`config.mk`:
```
export PLATFORM = sky130hd
export DESIGN_NAME = mod_alarm_timer
export DESIGN_NICKNAME = d
export VERILOG_FILES = /design/src/rtl/mtim_pkg.sv /design/src/rtl/mtim_prescaler.sv /design/src/rtl/mtim_counter.sv /design/src/rtl/mtim_regs.sv /design/src/rtl/mod_alarm_timer.sv
export SDC_FILE = /design/constraint.sdc
export NUM_CORES = 1
export LEC_CHECK = 0
export ABC_AREA = 0
export BUFFER_PORTS_ARGS = -buffer_cell sky130_fd_sc_hd__buf_2
export CAP_MARGIN = 10
export CORE_MARGIN = 4
export CORE_UTILIZATION = 50
export DETAILED_ROUTE_END_ITERATION = 8
export PLACE_DENSITY = 0.71
export SYNTH_ARGS = -nofsm -noshare
export SYNTH_HDL_FRONTEND = slang
export SYNTH_SLANG_ARGS = --single-unit
```
`constraint.sdc`:
```
create_clock -name clk -period 2.9 [get_ports clk]
set_input_delay 0.145 -clock clk [delete_from_list [all_inputs] [get_ports clk]]
set_output_delay 0.145 -clock clk [all_outputs]
set_load 0.1 [all_outputs]
```
`src/rtl/mtim_pkg.sv`:
```
package mtim_pkg;
  localparam int MT_PS_W     = 3;
  localparam int MT_SRC_W    = 2;
  localparam int MT_PS_LSB   = 0;
  localparam int MT_SRC_LSB  = MT_PS_LSB + MT_PS_W;
  localparam int MT_IE_BIT   = MT_SRC_LSB + MT_SRC_W;
  localparam int MT_FLAG_BIT = MT_IE_BIT + 1;

  typedef enum logic [1:0] {
    RSEL_CTRL = 2'd0,
    RSEL_CNT  = 2'd1,
    RSEL_MOD  = 2'd2,
    RSEL_INIT = 2'd3
  } rsel_e;

  typedef enum logic [MT_SRC_W-1:0] {
    SRC_OFF   = 2'd0,
    SRC_CORE  = 2'd1,
    SRC_FIXED = 2'd2,
    SRC_HOLD  = 2'd3
  } src_e;
endpackage

```
`src/rtl/mtim_prescaler.sv`:
```
module mtim_prescaler
  import mtim_pkg::*;
#(
  parameter int PS_W = MT_PS_W
) (
  input  logic            clk,
  input  logic            rst_n,
  input  src_e            src_sel,
  input  logic            fixed_tick,
  input  logic [PS_W-1:0] ps,
  output logic            cnt_tick
);
  localparam int DIV_W = (1 << PS_W) - 1;
  localparam logic [DIV_W-1:0] ALL1 = {DIV_W{1'b1}};

  logic [DIV_W-1:0] div_q;
  logic [DIV_W-1:0] mask;
  logic             running;
  logic             src_tick;

  assign running  = (src_sel == SRC_CORE) || (src_sel == SRC_FIXED);
  assign src_tick = (src_sel == SRC_CORE) || ((src_sel == SRC_FIXED) && fixed_tick);
  // terminal value of the divider for exponent ps: 2^ps - 1
  assign mask     = ~(ALL1 << ps);
  // ">=" so that lowering ps mid-period never strands the divider above mask
  assign cnt_tick = src_tick && (div_q >= mask);

  always_ff @(posedge clk) begin
    if (!rst_n) begin
      div_q <= '0;
    end else if (!running) begin
      div_q <= '0;
    end else if (src_tick) begin
      if (div_q >= mask) div_q <= '0;
      else               div_q <= div_q + 1'b1;
    end
  end

  // with a non-zero exponent, two prescaled ticks are never adjacent
  p_spacing_r7: assert property (@(posedge clk) disable iff (!rst_n)
    (cnt_tick && ps != '0) |=> (!cnt_tick || !$stable(ps)));
endmodule

```
`src/rtl/mtim_counter.sv`:
```
module mtim_counter #(
  parameter int CNT_W = 16
) (
  input  logic             clk,
  input  logic             rst_n,
  input  logic             tick_i,
  input  logic             load_i,
  input  logic [CNT_W-1:0] init_i,
  input  logic [CNT_W-1:0] mod_i,
  output logic [CNT_W-1:0] cnt_o,
  output logic             wrap_o
);
  logic [CNT_W-1:0] cnt_q;

  // a software load suppresses the tick of the same cycle, including its wrap
  assign wrap_o = tick_i && !load_i && (cnt_q == mod_i);
  assign cnt_o  = cnt_q;

  always_ff @(posedge clk) begin
    if (!rst_n) begin
      cnt_q <= '0;
    end else if (load_i) begin
      cnt_q <= init_i;
    end else if (tick_i) begin
      if (cnt_q == mod_i) cnt_q <= init_i;
      else                cnt_q <= cnt_q + 1'b1;
    end
  end

  // a wrap lands on the start value seen at that edge
  p_reload_r4: assert property (@(posedge clk) disable iff (!rst_n)
    wrap_o |=> (cnt_q == $past(init_i)));

  // a software load lands on the start value as well
  p_load_r3: assert property (@(posedge clk) disable iff (!rst_n)
    load_i |=> (cnt_q == $past(init_i)));
endmodule

```
`src/rtl/mtim_regs.sv`:
```
module mtim_regs
  import mtim_pkg::*;
#(
  parameter int CNT_W  = 16,
  parameter int DATA_W = 32,
  parameter int ADDR_W = 4
) (
  input  logic              clk,
  input  logic              rst_n,
  input  logic              reg_wr,
  input  logic              reg_rd,
  input  logic [ADDR_W-1:0] reg_addr,
  input  logic [DATA_W-1:0] reg_wdata,
  output logic [DATA_W-1:0] reg_rdata,
  input  logic [CNT_W-1:0]  cnt_i,
  input  logic              wrap_i,
  output logic              cnt_load,
  output logic [CNT_W-1:0]  mod_o,
  output logic [CNT_W-1:0]  init_o,
  output logic [MT_PS_W-1:0] ps_o,
  output src_e              src_o,
  output logic              irq
);
  rsel_e              rsel;
  logic               ctrl_wr;
  logic               ctrl_rd;
  logic [MT_PS_W-1:0] ps_q;
  src_e               src_q;
  logic               ie_q;
  logic               flag_q;
  logic               armed_q;
  logic [CNT_W-1:0]   mod_q;
  logic [CNT_W-1:0]   init_q;
  logic [DATA_W-1:0]  ctrl_word;
  logic               unused_bits;

  assign rsel     = rsel_e'(reg_addr[3:2]);
  assign ctrl_wr  = reg_wr && (rsel == RSEL_CTRL);
  assign ctrl_rd  = reg_rd && (rsel == RSEL_CTRL);
  assign cnt_load = reg_wr && (rsel == RSEL_CNT);
  assign unused_bits = ^{reg_addr[1:0], reg_wdata[DATA_W-1:MT_FLAG_BIT+1]};

  always_ff @(posedge clk) begin
    if (!rst_n) begin
      ps_q   <= '0;
      src_q  <= SRC_OFF;
      ie_q   <= 1'b0;
      mod_q  <= '1;
      init_q <= '0;
    end else if (reg_wr) begin
      case (rsel)
        RSEL_CTRL: begin
          ps_q  <= reg_wdata[MT_PS_LSB +: MT_PS_W];
          src_q <= src_e'(reg_wdata[MT_SRC_LSB +: MT_SRC_W]);
          ie_q  <= reg_wdata[MT_IE_BIT];
        end
        RSEL_MOD:  mod_q  <= reg_wdata[CNT_W-1:0];
        RSEL_INIT: init_q <= reg_wdata[CNT_W-1:0];
        default: ;
      endcase
    end
  end

  // clear is armed by a read that saw the flag set, and disarmed by any control write
  always_ff @(posedge clk) begin
    if (!rst_n) begin
      armed_q <= 1'b0;
    end else if (ctrl_wr) begin
      armed_q <= 1'b0;
    end else if (ctrl_rd && flag_q) begin
      armed_q <= 1'b1;
    end
  end

  // set has priority over the clearing write
  always_ff @(posedge clk) begin
    if (!rst_n) begin
      flag_q <= 1'b0;
    end else if (wrap_i) begin
      flag_q <= 1'b1;
    end else if (ctrl_wr && armed_q && !reg_wdata[MT_FLAG_BIT]) begin
      flag_q <= 1'b0;
    end
  end

  always_comb begin
    ctrl_word = '0;
    ctrl_word[MT_PS_LSB +: MT_PS_W]   = ps_q;
    ctrl_word[MT_SRC_LSB +: MT_SRC_W] = src_q;
    ctrl_word[MT_IE_BIT]              = ie_q;
    ctrl_word[MT_FLAG_BIT]            = flag_q;
  end

  always_comb begin
    case (rsel)
      RSEL_CTRL: reg_rdata = ctrl_word;
      RSEL_CNT:  reg_rdata = DATA_W'(cnt_i);
      RSEL_MOD:  reg_rdata = DATA_W'(mod_q);
      default:   reg_rdata = DATA_W'(init_q);
    endcase
  end

  assign mod_o  = mod_q;
  assign init_o = init_q;
  assign ps_o   = ps_q;
  assign src_o  = src_q;
  assign irq    = flag_q & ie_q;

  // an overflow always leaves the flag set, whatever write shares its cycle
  p_set_wins_r10: assert property (@(posedge clk) disable iff (!rst_n)
    wrap_i |=> flag_q);

  // the flag only falls after an arming read
  p_clear_needs_read_r9: assert property (@(posedge clk) disable iff (!rst_n)
    $fell(flag_q) |-> $past(armed_q));
endmodule

```
`src/rtl/mod_alarm_timer.sv`:
```
module mod_alarm_timer
  import mtim_pkg::*;
#(
  parameter int CNT_W  = 16,
  parameter int DATA_W = 32,
  parameter int ADDR_W = 4
) (
  input  logic              clk,
  input  logic              rst_n,
  input  logic              fixed_tick,
  input  logic              reg_wr,
  input  logic              reg_rd,
  input  logic [ADDR_W-1:0] reg_addr,
  input  logic [DATA_W-1:0] reg_wdata,
  output logic [DATA_W-1:0] reg_rdata,
  output logic              irq
);
  logic [CNT_W-1:0]   cnt;
  logic [CNT_W-1:0]   mod_val;
  logic [CNT_W-1:0]   init_val;
  logic [MT_PS_W-1:0] ps;
  src_e               src_sel;
  logic               cnt_tick;
  logic               cnt_load;
  logic               wrap;

  mtim_regs #(
    .CNT_W (CNT_W),
    .DATA_W(DATA_W),
    .ADDR_W(ADDR_W)
  ) u_regs (
    .clk      (clk),
    .rst_n    (rst_n),
    .reg_wr   (reg_wr),
    .reg_rd   (reg_rd),
    .reg_addr (reg_addr),
    .reg_wdata(reg_wdata),
    .reg_rdata(reg_rdata),
    .cnt_i    (cnt),
    .wrap_i   (wrap),
    .cnt_load (cnt_load),
    .mod_o    (mod_val),
    .init_o   (init_val),
    .ps_o     (ps),
    .src_o    (src_sel),
    .irq      (irq)
  );

  mtim_prescaler #(
    .PS_W(MT_PS_W)
  ) u_presc (
    .clk       (clk),
    .rst_n     (rst_n),
    .src_sel   (src_sel),
    .fixed_tick(fixed_tick),
    .ps        (ps),
    .cnt_tick  (cnt_tick)
  );

  mtim_counter #(
    .CNT_W(CNT_W)
  ) u_cnt (
    .clk   (clk),
    .rst_n (rst_n),
    .tick_i(cnt_tick),
    .load_i(cnt_load),
    .init_i(init_val),
    .mod_i (mod_val),
    .cnt_o (cnt),
    .wrap_o(wrap)
  );

  // a stopped source leaves the counter untouched unless software reloads it
  p_hold_r6: assert property (@(posedge clk) disable iff (!rst_n)
    ((src_sel == SRC_OFF || src_sel == SRC_HOLD) && !cnt_load) |=> $stable(cnt));
endmodule

```
==> summary.txt <==
Combinational power share: 20.9%
Req. time, crit path: 3.11 ns
Crit Path Class: register to register
Area delta synth->final: 10.34%
Post-CTS setup repair buffer count: 0
Peak VDD IR: 0.3420 mV
TritonCTS Buffers: 9
FFs w/ async S/R, synth: 0%
1st-iter DRT viols: 196
Design area: 3940 µm²
Placed cells: 558
# hold bufs at CTS: 0
Vias per cell: 5.505
Number of enable flip-flop cells after synthesis: 0
Avg WL per Cell: 15.47 µm
Final WS setup: 0.2591 ns
Register area share after synthesis: 35.32%
Mean area per synthesized cell: 8.043 µm²
Run status: completed
Layout cell share with drive strength beyond 1: 17.36%
Slew Viols, Final: 0
Post-Synthesis Cells: 444
Root Buffer: clkbuf_8
Post-Place Cell Area: 3750 µm²
Total negative slack: 0 ns
Die Area: 8558 µm²
Std cell rows: 30
Switch Pwr: 0.7161 mW
Clk Latency, worst-skew pair: 0.34 ns
Distinct cells, synth: 47
DP Worst Slack: 0.3332 ns
Clk_skew: 0.005519 ns
Reg clk slew, reported paths: 0.07 ns
Gpl congestion: 0.9543
Synth warnings: 0
Cells along the critical path: or3_1 > ha_1 > nor2b_1 > o21ai_1 > a21oi_2 > nor2_1 > o21ai_0 > o22ai_1
Slew margin rel.: 48.41%
Io pins: 74
Power share of the sequential group: 43.6%
Final Setup Violations: 0
Post-layout util: 57.36%
CTS resizes: 0
Die width: 92.51 µm
Die height: 92.51 µm
Non-Filler Instances: 574
Final ANT Viol Nets: 0
Nets: 525
Pwr/cell area: 539.1 nW/µm²
Global-route wire length before repair: 14,710 µm
Crit start category: register
Worst hold path type: input pin to register
Total Power: 2.124 mW
Number of global-route vias before repair: 3,011
Crit-path max FO: 10
Buf+Inv Stages, Crit Path: 0
Clock net sink count: 63
Initial Util: 51.99%
DPL Wire Length: 6312 µm
Final Hold Slack: 0.02113 ns
Mapped Area: 3571 µm²
CTS tree: built
Antenna fix cells: 0
Leak: 1.569 nW
Fin crit share: 91.06%
Reg-to-reg setup timing slack: 0.26 ns
Unrepaired setup endpoints after global routing: false
Routed WL: 8880 µm
CP peak stage delay: 0.48 ns
Clock share of power: 35.5%
Max-cap check violation count: 0
# port buffers: 39
Post-synthesis register bit count: 63
Router iterations before antenna repair: 4
Int Power: 1.408 mW
Ys flop type: dfxtp_1
H-Tree Depth: 3
Grt total ovfl: 0
Maximum clock rate: 378.7 MHz
CP max-delay cell: o21ai_0
Initial antenna violation count: 0
Largest net degree at the start of global routing: 30
DR DRC count: 0
Final critical-path required period: 2.641 ns
DR vias: 3,160
Core region area: 6869 µm²
Total track usage: 21.67%
Worst-Margin Slew: 0.7717 ns
Crit end category: register
Family with the most delay on the worst path: compound AO/OA/AOI/OAI gates
Max clock buf depth: 2
Switching part of the total: 33.71%
Arrival time worst endpoint: 2.85 ns
Final Hold Violating Endpoints: 0
==> Yosys cell counts (all sizes together) (6+ instances only) <==
master  number  area (µm²)
o21ai       13       65.06
a21oi       45       229.0
xnor2        7       61.31
dfxtp       63        1261
clkbuf      19       73.82
mux4         7       157.7
nor2        16       60.06
buf         24       171.4
xor2        19       166.4
mux2i        6       60.06
nor4         9       62.56
a22o         9       78.83
mux2         9       101.4
ha          11       137.6
nand2      107       404.1
nand3       26       130.1
==> metal layers <==
metal	wire (µm)	global-route usage [%]	share of wire [%]
met2	4151	33.41	47
met1	3910	29.52	44
met4	136	9.530	1.5
met3	682	3.981	7.7
met5	0	0	0
==> sequential cells by signal (all words and copies together) (netlist names) <==
name            flops
u_cnt.cnt_o        16
u_regs.init_o      16
u_regs.mod_o       16
u_presc.div_q       7
u_regs.ps_o         3
u_regs.src_o        2
u_regs.armed_q      1
u_regs.flag_q       1
u_regs.ie_q         1
==> cells in the final DEF (no fill, tap or decap), types with 8 or more instances in the layout <==
master	count
buf_2	39
conb_1	16
ha_1	11
nand3_1	26
a21oi_1	44
nand2_1	106
o21ai_0	9
mux2_2	9
dfxtp_1	63
nor4_1	8
xor2_1	19
a22o_1	9
nor2_1	16
clkbuf_8	10
==> cells by family after synthesis <==
| family | count (synthesis) | share of synthesized area [%] |
|---|---|---|
| AO/OA/AOI/OAI | 83 | 13.81 |
| XOR/XNOR | 26 | 6.377 |
| adder cells (fa/ha/maj) | 11 | 3.854 |
| buffers and inverters | 48 | 7.393 |
| flip-flops | 63 | 35.32 |
| multiplexers | 22 | 8.935 |
| other | 1 | 0.1050 |
| AND/OR/NAND/NOR | 190 | 24.21 |
==> cell type report <==
cell class	count	area [µm²]
fill	634	2929
timing repair buffer	46	247.7
tap	96	120.1
sequential	63	1261
multi-input combinational	348	2102
clock inverter	4	45.04
clock buffer	12	145.1
inverter	5	18.77
==> power groups by stage <==
stage	clock network, mW	logic, mW	registers [mW]
after detailed placement	0	0.442	0.946
after CTS	0.761	0.443	0.926
after floorplan	0	0.392	0.933
final	0.753	0.444	0.927
after global placement	0	0.438	0.945
after global routing	0.802	0.470	0.931
==> worst reg2reg max path, cell delays in order, from the launching register on <==
cell and delay, ns:
dfxtp_1 0.38, or3_1 0.38, ha_1 0.28, nor2b_1 0.13
o21ai_1 0.09, a21oi_2 0.39, nor2_1 0.21, o21ai_0 0.48
o22ai_1 0.17
==> final timing paths <==
check,from,end,cells after the start
max reg2reg,u_regs.ps_o[1]$_SDFFE_PN0P_,u_cnt.cnt_o[9]$_SDFFE_PN0P_,8
max,u_regs.ps_o[1]$_SDFFE_PN0P_,u_cnt.cnt_o[9]$_SDFFE_PN0P_,8
min,reg_wdata[14],u_regs.mod_o[14]$_SDFFE_PN1P_,3
min reg2reg,u_regs.init_o[6]$_SDFFE_PN0P_,u_regs.init_o[6]$_SDFFE_PN0P_,2
(Power assumes the default switching activity.)
